==> src/rtl/wlvl_pkg.sv <==
package wlvl_pkg;

  localparam int DW_DEF = 32;

  // ordered list of bus operations making up the sequence
  typedef enum logic [4:0] {
    ST_PDC_RD,  ST_PDC_WR,  ST_APS_RD,  ST_APS_WR,
    ST_REF_RD,  ST_REF_WR,  ST_ZQ_RD,   ST_ZQ_WR,
    ST_WL_ENTER, ST_ENG_GO, ST_POLL,    ST_PHY1_RD,
    ST_WL_EXIT, ST_REF_RST, ST_ZQ_RST,
    ST_PDC_RD2, ST_PDC_WR2, ST_APS_RD2, ST_APS_WR2,
    ST_SCMD_CLR
  } step_e;

  typedef enum logic [1:0] {
    PH_IDLE, PH_ISSUE, PH_WAIT, PH_DONE
  } phase_e;

  localparam logic [31:0] K_REF_STOP = 32'h0000_C000;
  localparam logic [31:0] K_WL_ENTER = 32'h0080_8231;
  localparam logic [31:0] K_PDC_MASK = 32'h0000_FF00;
  localparam logic [31:0] K_PDC_ON   = 32'h0000_5500;
  localparam logic [31:0] K_ZQ_MASK  = 32'h0000_0003;
  localparam logic [15:0] K_EXIT_LO  = 16'h8031;

  localparam int ENG_BIT     = 0;
  localparam int ERR_LSB     = 8;
  localparam int ERR_W       = 4;
  localparam int APS_OFF_BIT = 0;
  localparam int APS_ON_BIT  = 3;

endpackage

==> src/rtl/wlvl_step_decode.sv <==
module wlvl_step_decode
  import wlvl_pkg::*;
#(
  parameter int AW        = 16,
  parameter int DW        = DW_DEF,
  parameter int A_PWRDN   = 'h004,
  parameter int A_APSV    = 'h008,
  parameter int A_REFR    = 'h00C,
  parameter int A_IMPC    = 'h010,
  parameter int A_SCMD    = 'h014,
  parameter int A_LVLC    = 'h018,
  parameter int PHY_STRIDE = 'h100
) (
  input  step_e           step,
  input  logic [DW-1:0]   hold,
  input  logic [DW-1:0]   sref,
  input  logic [DW-1:0]   szq,
  input  logic [15:0]     mr1,
  output logic            op_we,
  output logic [AW-1:0]   op_addr,
  output logic [DW-1:0]   op_wdata
);

  localparam logic [AW-1:0] AD_PWRDN = AW'(A_PWRDN);
  localparam logic [AW-1:0] AD_APSV  = AW'(A_APSV);
  localparam logic [AW-1:0] AD_REFR  = AW'(A_REFR);
  localparam logic [AW-1:0] AD_IMPC  = AW'(A_IMPC);
  localparam logic [AW-1:0] AD_SCMD  = AW'(A_SCMD);
  localparam logic [AW-1:0] AD_LVL0  = AW'(A_LVLC);
  localparam logic [AW-1:0] AD_LVL1  = AW'(A_LVLC + PHY_STRIDE);

  localparam logic [DW-1:0] APS_OFF = DW'(1) << APS_OFF_BIT;
  localparam logic [DW-1:0] APS_ON  = DW'(1) << APS_ON_BIT;

  always_comb begin
    op_we    = 1'b0;
    op_addr  = AD_SCMD;
    op_wdata = '0;
    unique case (step)
      ST_PDC_RD:   op_addr = AD_PWRDN;
      ST_PDC_WR:   begin op_we = 1'b1; op_addr = AD_PWRDN; op_wdata = hold & ~DW'(K_PDC_MASK); end
      ST_APS_RD:   op_addr = AD_APSV;
      ST_APS_WR:   begin op_we = 1'b1; op_addr = AD_APSV;  op_wdata = hold | APS_OFF; end
      ST_REF_RD:   op_addr = AD_REFR;
      ST_REF_WR:   begin op_we = 1'b1; op_addr = AD_REFR;  op_wdata = DW'(K_REF_STOP); end
      ST_ZQ_RD:    op_addr = AD_IMPC;
      ST_ZQ_WR:    begin op_we = 1'b1; op_addr = AD_IMPC;  op_wdata = szq & ~DW'(K_ZQ_MASK); end
      ST_WL_ENTER: begin op_we = 1'b1; op_addr = AD_SCMD;  op_wdata = DW'(K_WL_ENTER); end
      ST_ENG_GO:   begin op_we = 1'b1; op_addr = AD_LVL0;  op_wdata = DW'(1) << ENG_BIT; end
      ST_POLL:     op_addr = AD_LVL0;
      ST_PHY1_RD:  op_addr = AD_LVL1;
      ST_WL_EXIT:  begin op_we = 1'b1; op_addr = AD_SCMD;  op_wdata = DW'({mr1, K_EXIT_LO}); end
      ST_REF_RST:  begin op_we = 1'b1; op_addr = AD_REFR;  op_wdata = sref; end
      ST_ZQ_RST:   begin op_we = 1'b1; op_addr = AD_IMPC;  op_wdata = szq; end
      ST_PDC_RD2:  op_addr = AD_PWRDN;
      ST_PDC_WR2:  begin op_we = 1'b1; op_addr = AD_PWRDN; op_wdata = hold | DW'(K_PDC_ON); end
      ST_APS_RD2:  op_addr = AD_APSV;
      ST_APS_WR2:  begin op_we = 1'b1; op_addr = AD_APSV;  op_wdata = hold & ~APS_ON; end
      ST_SCMD_CLR: begin op_we = 1'b1; op_addr = AD_SCMD;  op_wdata = '0; end
      default:     op_addr = AD_SCMD;
    endcase
  end

endmodule

==> src/rtl/wlvl_bus_master.sv <==
module wlvl_bus_master #(
  parameter int AW = 16,
  parameter int DW = 32
) (
  input  logic          clk,
  input  logic          rst_n,
  input  logic          cmd_valid,
  input  logic          cmd_we,
  input  logic [AW-1:0] cmd_addr,
  input  logic [DW-1:0] cmd_wdata,
  output logic          bus_req,
  output logic          bus_we,
  output logic [AW-1:0] bus_addr,
  output logic [DW-1:0] bus_wdata,
  input  logic          bus_ack,
  input  logic [DW-1:0] bus_rdata,
  output logic          rsp_valid,
  output logic [DW-1:0] rsp_data
);

  logic          req_q, req_d;
  logic          we_q;
  logic [AW-1:0] addr_q;
  logic [DW-1:0] wdata_q;
  logic          rsp_q;
  logic [DW-1:0] rdat_q;
  logic          load_en, cap_en;

  assign load_en = cmd_valid & ~req_q;
  assign cap_en  = req_q & bus_ack;

  always_comb begin
    req_d = req_q;
    if (load_en)     req_d = 1'b1;
    else if (cap_en) req_d = 1'b0;
  end

  always_ff @(posedge clk or negedge rst_n) begin
    if (!rst_n) begin
      req_q <= 1'b0;
      rsp_q <= 1'b0;
    end else begin
      req_q <= req_d;
      rsp_q <= cap_en;
    end
  end

  always_ff @(posedge clk or negedge rst_n) begin
    if (!rst_n) begin
      we_q    <= 1'b0;
      addr_q  <= '0;
      wdata_q <= '0;
    end else if (load_en) begin
      we_q    <= cmd_we;
      addr_q  <= cmd_addr;
      wdata_q <= cmd_wdata;
    end
  end

  always_ff @(posedge clk or negedge rst_n) begin
    if (!rst_n)      rdat_q <= '0;
    else if (cap_en) rdat_q <= bus_rdata;
  end

  assign bus_req   = req_q;
  assign bus_we    = we_q;
  assign bus_addr  = addr_q;
  assign bus_wdata = wdata_q;
  assign rsp_valid = rsp_q;
  assign rsp_data  = rdat_q;

  AST_REQ_HOLD: assert property (@(posedge clk) disable iff (!rst_n)
    bus_req && !bus_ack |=> bus_req && $stable(bus_addr) && $stable(bus_wdata) && $stable(bus_we));
  AST_NO_OVERLAP: assert property (@(posedge clk) disable iff (!rst_n)
    cmd_valid |-> !bus_req);
  AST_ONE_RSP: assert property (@(posedge clk) disable iff (!rst_n)
    rsp_valid |-> !bus_req);

endmodule

==> src/rtl/wlvl_poll_timer.sv <==
module wlvl_poll_timer #(
  parameter int TW = 16
) (
  input  logic          clk,
  input  logic          rst_n,
  input  logic          clr,
  input  logic          tick,
  input  logic [TW-1:0] limit,
  output logic          expire
);

  logic [TW-1:0] cnt_q, cnt_d;
  logic [TW:0]   cnt_inc;
  logic          cnt_en;

  assign cnt_inc = {1'b0, cnt_q} + 1'b1;
  // reaching the budget on this busy read ends polling; a zero budget behaves as one
  assign expire  = (cnt_inc >= {1'b0, limit});
  assign cnt_en  = clr | (tick & ~expire);

  always_comb begin
    cnt_d = cnt_q;
    if (clr)       cnt_d = '0;
    else if (tick) cnt_d = cnt_inc[TW-1:0];
  end

  always_ff @(posedge clk or negedge rst_n) begin
    if (!rst_n)      cnt_q <= '0;
    else if (cnt_en) cnt_q <= cnt_d;
  end

endmodule

==> src/rtl/wlvl_seq_ctrl.sv <==
module wlvl_seq_ctrl
  import wlvl_pkg::*;
#(
  parameter int AW         = 16,
  parameter int DW         = DW_DEF,
  parameter int TW         = 16,
  parameter int A_PWRDN    = 'h004,
  parameter int A_APSV     = 'h008,
  parameter int A_REFR     = 'h00C,
  parameter int A_IMPC     = 'h010,
  parameter int A_SCMD     = 'h014,
  parameter int A_LVLC     = 'h018,
  parameter int PHY_STRIDE = 'h100
) (
  input  logic          clk,
  input  logic          rst_n,
  input  logic          start,
  input  logic          dual_phy,
  input  logic [15:0]   mr1_init,
  input  logic [TW-1:0] poll_limit,
  output logic          bus_req,
  output logic          bus_we,
  output logic [AW-1:0] bus_addr,
  output logic [DW-1:0] bus_wdata,
  input  logic          bus_ack,
  input  logic [DW-1:0] bus_rdata,
  output logic          busy,
  output logic          done,
  output logic          error
);

  // reset: asserted asynchronously, released on a clock edge
  logic rs_meta, rst_n_s;
  always_ff @(posedge clk or negedge rst_n) begin
    if (!rst_n) begin
      rs_meta <= 1'b0;
      rst_n_s <= 1'b0;
    end else begin
      rs_meta <= 1'b1;
      rst_n_s <= rs_meta;
    end
  end

  phase_e        ph_q, ph_d;
  step_e         step_q, step_d;
  logic [DW-1:0] hold_q, hold_d;
  logic [DW-1:0] sref_q, sref_d;
  logic [DW-1:0] szq_q, szq_d;
  logic [15:0]   mr1_q, mr1_d;
  logic          dual_q, dual_d;
  logic          eacc_q, eacc_d;
  logic          tmo_q, tmo_d;
  logic          err_q, err_d;

  logic          cmd_valid, op_we;
  logic [AW-1:0] op_addr;
  logic [DW-1:0] op_wdata;
  logic          rsp_valid;
  logic [DW-1:0] rsp_data;
  logic          tmr_clr, tmr_tick, tmr_expire;
  logic          rsp_err;

  assign rsp_err = |rsp_data[ERR_LSB +: ERR_W];

  wlvl_step_decode #(
    .AW(AW), .DW(DW), .A_PWRDN(A_PWRDN), .A_APSV(A_APSV), .A_REFR(A_REFR),
    .A_IMPC(A_IMPC), .A_SCMD(A_SCMD), .A_LVLC(A_LVLC), .PHY_STRIDE(PHY_STRIDE)
  ) u_dec (
    .step(step_q), .hold(hold_q), .sref(sref_q), .szq(szq_q), .mr1(mr1_q),
    .op_we(op_we), .op_addr(op_addr), .op_wdata(op_wdata)
  );

  wlvl_bus_master #(.AW(AW), .DW(DW)) u_bus (
    .clk(clk), .rst_n(rst_n_s),
    .cmd_valid(cmd_valid), .cmd_we(op_we), .cmd_addr(op_addr), .cmd_wdata(op_wdata),
    .bus_req(bus_req), .bus_we(bus_we), .bus_addr(bus_addr), .bus_wdata(bus_wdata),
    .bus_ack(bus_ack), .bus_rdata(bus_rdata),
    .rsp_valid(rsp_valid), .rsp_data(rsp_data)
  );

  wlvl_poll_timer #(.TW(TW)) u_tmr (
    .clk(clk), .rst_n(rst_n_s), .clr(tmr_clr), .tick(tmr_tick),
    .limit(poll_limit), .expire(tmr_expire)
  );

  // next-state logic
  always_comb begin
    ph_d      = ph_q;
    step_d    = step_q;
    hold_d    = hold_q;
    sref_d    = sref_q;
    szq_d     = szq_q;
    mr1_d     = mr1_q;
    dual_d    = dual_q;
    eacc_d    = eacc_q;
    tmo_d     = tmo_q;
    err_d     = err_q;
    cmd_valid = 1'b0;
    tmr_clr   = 1'b0;
    tmr_tick  = 1'b0;
    unique case (ph_q)
      PH_IDLE: begin
        if (start) begin
          ph_d    = PH_ISSUE;
          step_d  = ST_PDC_RD;
          mr1_d   = mr1_init;
          dual_d  = dual_phy;
          eacc_d  = 1'b0;
          tmo_d   = 1'b0;
          err_d   = 1'b0;
          tmr_clr = 1'b1;
        end
      end
      PH_ISSUE: begin
        cmd_valid = 1'b1;
        ph_d      = PH_WAIT;
      end
      PH_WAIT: begin
        if (rsp_valid) begin
          hold_d = rsp_data;
          ph_d   = PH_ISSUE;
          step_d = step_e'(step_q + 5'd1);
          unique case (step_q)
            ST_REF_RD: sref_d = rsp_data;
            ST_ZQ_RD:  szq_d  = rsp_data;
            ST_POLL: begin
              if (rsp_data[ENG_BIT]) begin
                tmr_tick = 1'b1;
                if (tmr_expire) begin
                  tmo_d  = 1'b1;
                  step_d = ST_WL_EXIT;
                end else begin
                  step_d = ST_POLL;
                end
              end else begin
                eacc_d = eacc_q | rsp_err;
                step_d = dual_q ? ST_PHY1_RD : ST_WL_EXIT;
              end
            end
            ST_PHY1_RD: begin
              eacc_d = eacc_q | rsp_err;
              step_d = ST_WL_EXIT;
            end
            ST_SCMD_CLR: begin
              ph_d  = PH_DONE;
              err_d = eacc_q | tmo_q;
            end
            default: ;
          endcase
        end
      end
      PH_DONE: ph_d = PH_IDLE;
      default: ph_d = PH_IDLE;
    endcase
  end

  always_ff @(posedge clk or negedge rst_n_s) begin
    if (!rst_n_s) begin
      ph_q   <= PH_IDLE;
      step_q <= ST_PDC_RD;
      dual_q <= 1'b0;
      mr1_q  <= '0;
      eacc_q <= 1'b0;
      tmo_q  <= 1'b0;
      err_q  <= 1'b0;
    end else begin
      ph_q   <= ph_d;
      step_q <= step_d;
      dual_q <= dual_d;
      mr1_q  <= mr1_d;
      eacc_q <= eacc_d;
      tmo_q  <= tmo_d;
      err_q  <= err_d;
    end
  end

  // data holding registers, loaded only when a response arrives
  always_ff @(posedge clk or negedge rst_n_s) begin
    if (!rst_n_s) begin
      hold_q <= '0;
      sref_q <= '0;
      szq_q  <= '0;
    end else if (rsp_valid) begin
      hold_q <= hold_d;
      sref_q <= sref_d;
      szq_q  <= szq_d;
    end
  end

  assign busy  = (ph_q != PH_IDLE) && (ph_q != PH_DONE);
  assign done  = (ph_q == PH_DONE);
  assign error = err_q;

  AST_DONE_PULSE: assert property (@(posedge clk) disable iff (!rst_n_s)
    done |=> !done);
  AST_ERR_HOLD: assert property (@(posedge clk) disable iff (!rst_n_s)
    (!busy && !start) |=> $stable(error));
  AST_PHY1_GATED: assert property (@(posedge clk) disable iff (!rst_n_s)
    bus_req && (bus_addr == AW'(A_LVLC + PHY_STRIDE)) |-> dual_q && !tmo_q);
  AST_IDLE_QUIET: assert property (@(posedge clk) disable iff (!rst_n_s)
    !busy |-> !bus_req);

endmodule

==> config.mk <==
export PLATFORM = sky130hd
export DESIGN_NAME = wlvl_seq_ctrl
export DESIGN_NICKNAME = d
export VERILOG_FILES = /design/src/rtl/wlvl_pkg.sv /design/src/rtl/wlvl_step_decode.sv /design/src/rtl/wlvl_bus_master.sv /design/src/rtl/wlvl_poll_timer.sv /design/src/rtl/wlvl_seq_ctrl.sv
export SDC_FILE = /design/constraint.sdc
export NUM_CORES = 1
export LEC_CHECK = 0
export BUFFER_PORTS_ARGS = -buffer_cell sky130_fd_sc_hd__buf_2
export CAP_MARGIN = 5
export CORE_ASPECT_RATIO = 0.75
export CORE_MARGIN = 2
export CORE_UTILIZATION = 58
export CTS_BUF_LIST = sky130_fd_sc_hd__clkbuf_8 sky130_fd_sc_hd__clkbuf_16
export DETAILED_ROUTE_END_ITERATION = 8
export GPL_TIMING_DRIVEN = 0
export HOLD_SLACK_MARGIN = 0.08
export PLACE_DENSITY = 0.8
export SYNTH_ARGS = -nofsm -noshare
export SYNTH_HDL_FRONTEND = slang
export SYNTH_SLANG_ARGS = --single-unit
==> constraint.sdc <==
create_clock -name clk -period 8.85 [get_ports clk]
set_input_delay 1.3275 -clock clk [delete_from_list [all_inputs] [get_ports clk]]
set_output_delay 1.3275 -clock clk [all_outputs]
set_load 0.01 [all_outputs]
==> impl_metrics.csv <==
group,metric,value,unit
clock_tree,ctsHoldBuffers,0,
setup_path,worstRegToRegCells,12,
synthesis,synth_flop_cell,"dfrtp_1",
min_path,hp-class,"register to async pin",
setup_path,arrival,4.31,ns
floorplan,num_io_pins,122,
floorplan,initial_core_util,59.37,%
drt,wl_per_cell,18.70,um
synthesis,ys_warn_count,0,
synthesis,synth.top_cell.area_share,53.11,%
power_and_ir_drop,p_per_area,237.8,nW/um^2
synthesis,ys_top_cells_by_area,"dfrtp_1, mux2_2, nand2_1",
floorplan,die_x,155.5,um
clock_tree,htreeDepth,1,
power_and_ir_drop,peakVddDrop,0.1457,mV
drt,drt-pass1-iter-count,5,
grt,antenna_found_initial,0,
grt,grt_pass1_vias,7462,
clock_tree,cts_tree,"done",
run,maxCapViolCount,0,
timing,setup_viol,0,
timing,period_minus_slack,3.884,ns
synthesis,synthCells,895,
cells_and_area,layout-drive-gt1-share,28.98,%
cells_and_area,nFillCells,1292,
placed_design,hpwlAfterDp,16650,um
setup_path,crit_path_start_kind,"register",
synthesis,synth.avg_cell_area,11.16,sq um
outcome,status,"finished clean",
setup_path,cp-end-kind,"register",
floorplan,die-area,18300,sq um
clock_tree,cts_buffers,21,
clock_tree,cts_sinks,212,
clock_tree,cts_setup_buffers,0,
timing,rsz0062_at_grt,"false",
drt,drcViolationCount,0,
clock_tree,cts_repair_resize_count,0,
synthesis,synth_edf_count,0,
setup_path,worstReg2RegStart,"u_tmr.cnt_q[0]$_DFFE_PN0P_",
setup_path,r2r-end,"u_tmr.cnt_q[1]$_DFFE_PN0P_",
synthesis,yosys.area.top_type,"dfrtp_1",
timing,worst_pin_slew,1.209,ns
grt,overflow,0,
power_and_ir_drop,p_leak,5.720,nW
cells_and_area,antenna_cells,0,
timing,finalHoldViolCount,0,
floorplan,rows,41,
clock_tree,cts_buffer_depth,3,
clock_tree,clk_pin_slew_worst_paths,0.06,ns
synthesis,synthDistinctLibCells,65,
placed_design,gp_congestion,0.9370,
cells_and_area,syn_to_final_growth,15.88,%
placed_design,portBuffers,109,
synthesis,synth_seq_cells,212,
synthesis,syn_area,9990,sq um
timing,worst_slack,4.966,ns
cells_and_area,multi_input_area,4307,sq um
grt,track_usage,26.35,%
timing,max_slew_margin,18.27,%
clock_tree,clkLatencyLatePin,0.51,ns
drt,wl,23770,um
timing,whs,0.1990,ns
timing,final-max-slew-violation-count,0,
clock_tree,root_buffer,"clkbuf_16",
setup_path,cp_max_fo,10,
drt,drt-initial-drc-count,685,
floorplan,core,16830,sq um
grt,grt_pass1_wl,38510,um
placed_design,pre_cts_slack,4.992,ns
synthesis,ys_seq_area_share,53.11,%
drt,antenna_left,0,
setup_path,r2r_slack,4.97,ns
timing,fmax,257.4,MHz
drt,viasPerCell,5.953,
floorplan,die_h,117.7,um
drt,num_vias,7566,
setup_path,cp.required,9.28,ns
timing,fin_skew,0.01671,ns
synthesis,synthArstFlopShare,100.0,%
grt,grt_max_degree,73,
timing,fin_crit_sh,43.89,%
cells_and_area,seq_area,5309,sq um
setup_path,crit_type,"register to register",
timing,fin_setup_tns,0,ns
cells_and_area,fin_nets,1136,
[registers in the layout (all words and copies together), names as in the netlist, 2 cells and up]
register	flops
u_tmr.cnt_q	16
szq_q	32
sref_q	32
hold_q	32
step_q	5
u_bus.rsp_data	32
ph_q	2
u_bus.bus_wdata	32
u_bus.bus_addr	4
mr1_q	16
[synth_stat cells (all sizes together) (3+ instances only)]
library cell,n
mux2,128
a21o,5
xor2,8
a221oi,5
inv,27
nand2,121
mux2i,4
buf,29
clkbuf,39
o21ai,60
xnor2,7
a22o,3
nor2,29
o31ai,7
a21oi,31
a222oi,21
a221o,4
and4,3
nand2b,6
dfrtp,212
nand3,19
and3,7
or3,6
nor3,9
nand4,13
ha,26
or2,3
or4,6
a21boi,17
a31oi,6
and2,3
[cells in the final DEF, fill, tap and decap left out, drive strengths merged, types with 8 or more instances in the layout]
cell    synthesis  layout
a21oi          31      31
o21ai          60      60
nand3          19      19
clkinv          0       8
conb            2      13
a222oi         21      21
nor3            9       9
ha             26      26
clkbuf         39      61
inv            27      33
buf            29     141
dfrtp         212     212
mux2          128     128
nor2           29      29
a21boi         17      17
xor2            8       8
nand4          13      13
nand2         121     121
[how the worst max path moves through the flow]
stage	slack, ns	startpoint	cells past startpoint	to
floorplan	2.50	rst_n_s$_DFF_PN0_	0	dual_q$_DFFE_PN0P_
global placement	0.25	rst_n_s$_DFF_PN0_	0	u_bus.rsp_data[7]$_DFFE_PN0P_
detailed placement	4.99	u_tmr.cnt_q[0]$_DFFE_PN0P_	12	u_tmr.cnt_q[1]$_DFFE_PN0P_
CTS	4.95	u_tmr.cnt_q[0]$_DFFE_PN0P_	12	u_tmr.cnt_q[1]$_DFFE_PN0P_
global route	4.58	u_tmr.cnt_q[0]$_DFFE_PN0P_	13	u_tmr.cnt_q[0]$_DFFE_PN0P_
finish	4.97	u_tmr.cnt_q[0]$_DFFE_PN0P_	12	u_tmr.cnt_q[1]$_DFFE_PN0P_
[where the power goes]
part	switching (W)	internal, W
Clock	0.000375	0.000472
Combinational	0.000314	0.000245
Sequential	0.000170	0.00118
Total	0.000859	0.00189
[through the flow]
| step | instance area [sq um] | power [W] | instances | utilization (%) |
|---|---|---|---|---|
| global route | 11580 | 0.002890 | 1271 | 68.80 |
| global placement | 10850 | 0.001877 | 1230 | 64.46 |
| finish | 11580 | 0.002752 | 1271 | 68.80 |
| detailed placement | 10930 | 0.001912 | 1233 | 64.97 |
| floorplan | 10030 | 0.001695 | 906 | - |
| CTS | 11580 | 0.002757 | 1271 | 68.80 |
[routing by layer]
metal	track usage [%]	up-vias	share of wire, %
met5	0	-	0
met4	6.365	0	2.4
met3	5.449	39	8.1
met2	38.63	325	43
met1	40.44	3728	46
li1	-	3474	-
[layout make-up]
type | instances | share of cell area (%)
clock buffers | 22 | 4.658
repair buffers | 112 | 5.426
flip-flops and latches | 212 | 45.86
inverters | 27 | 0.8755
well taps | 215 | 2.324
multi-input cells | 599 | 37.20
clock inverters | 16 | 0.9079
plain buffers | 68 | 2.745
[logic make-up (layout without fill, tap and decap cells)]
family | after synthesis | count (layout) | share of synthesized area [%]
buffers and inverters | 95 | 245 | 4.196
other | 2 | 13 | 0.07518
flip-flops | 212 | 212 | 53.11
XOR/XNOR | 15 | 15 | 1.315
multiplexers | 132 | 132 | 14.83
AND/OR/NAND/NOR | 234 | 234 | 11.15
adder cells (fa/ha/maj) | 26 | 26 | 3.256
AO/OA/AOI/OAI | 179 | 179 | 12.07
[critical path, stage by stage, from the launching register on]
cell and delay [ns]:
dfrtp_1 0.44, ha_1 0.30, nand2_1 0.16, or4_4 0.52
xnor2_1 0.14, ha_1 0.29, nand3_1 0.10, nor3_1 0.47
o41a_1 0.26, clkbuf_1 0.35, clkbuf_1 0.44, o21ai_0 0.18
a21oi_1 0.16
Note: power is estimated with default switching activity, not from simulation.
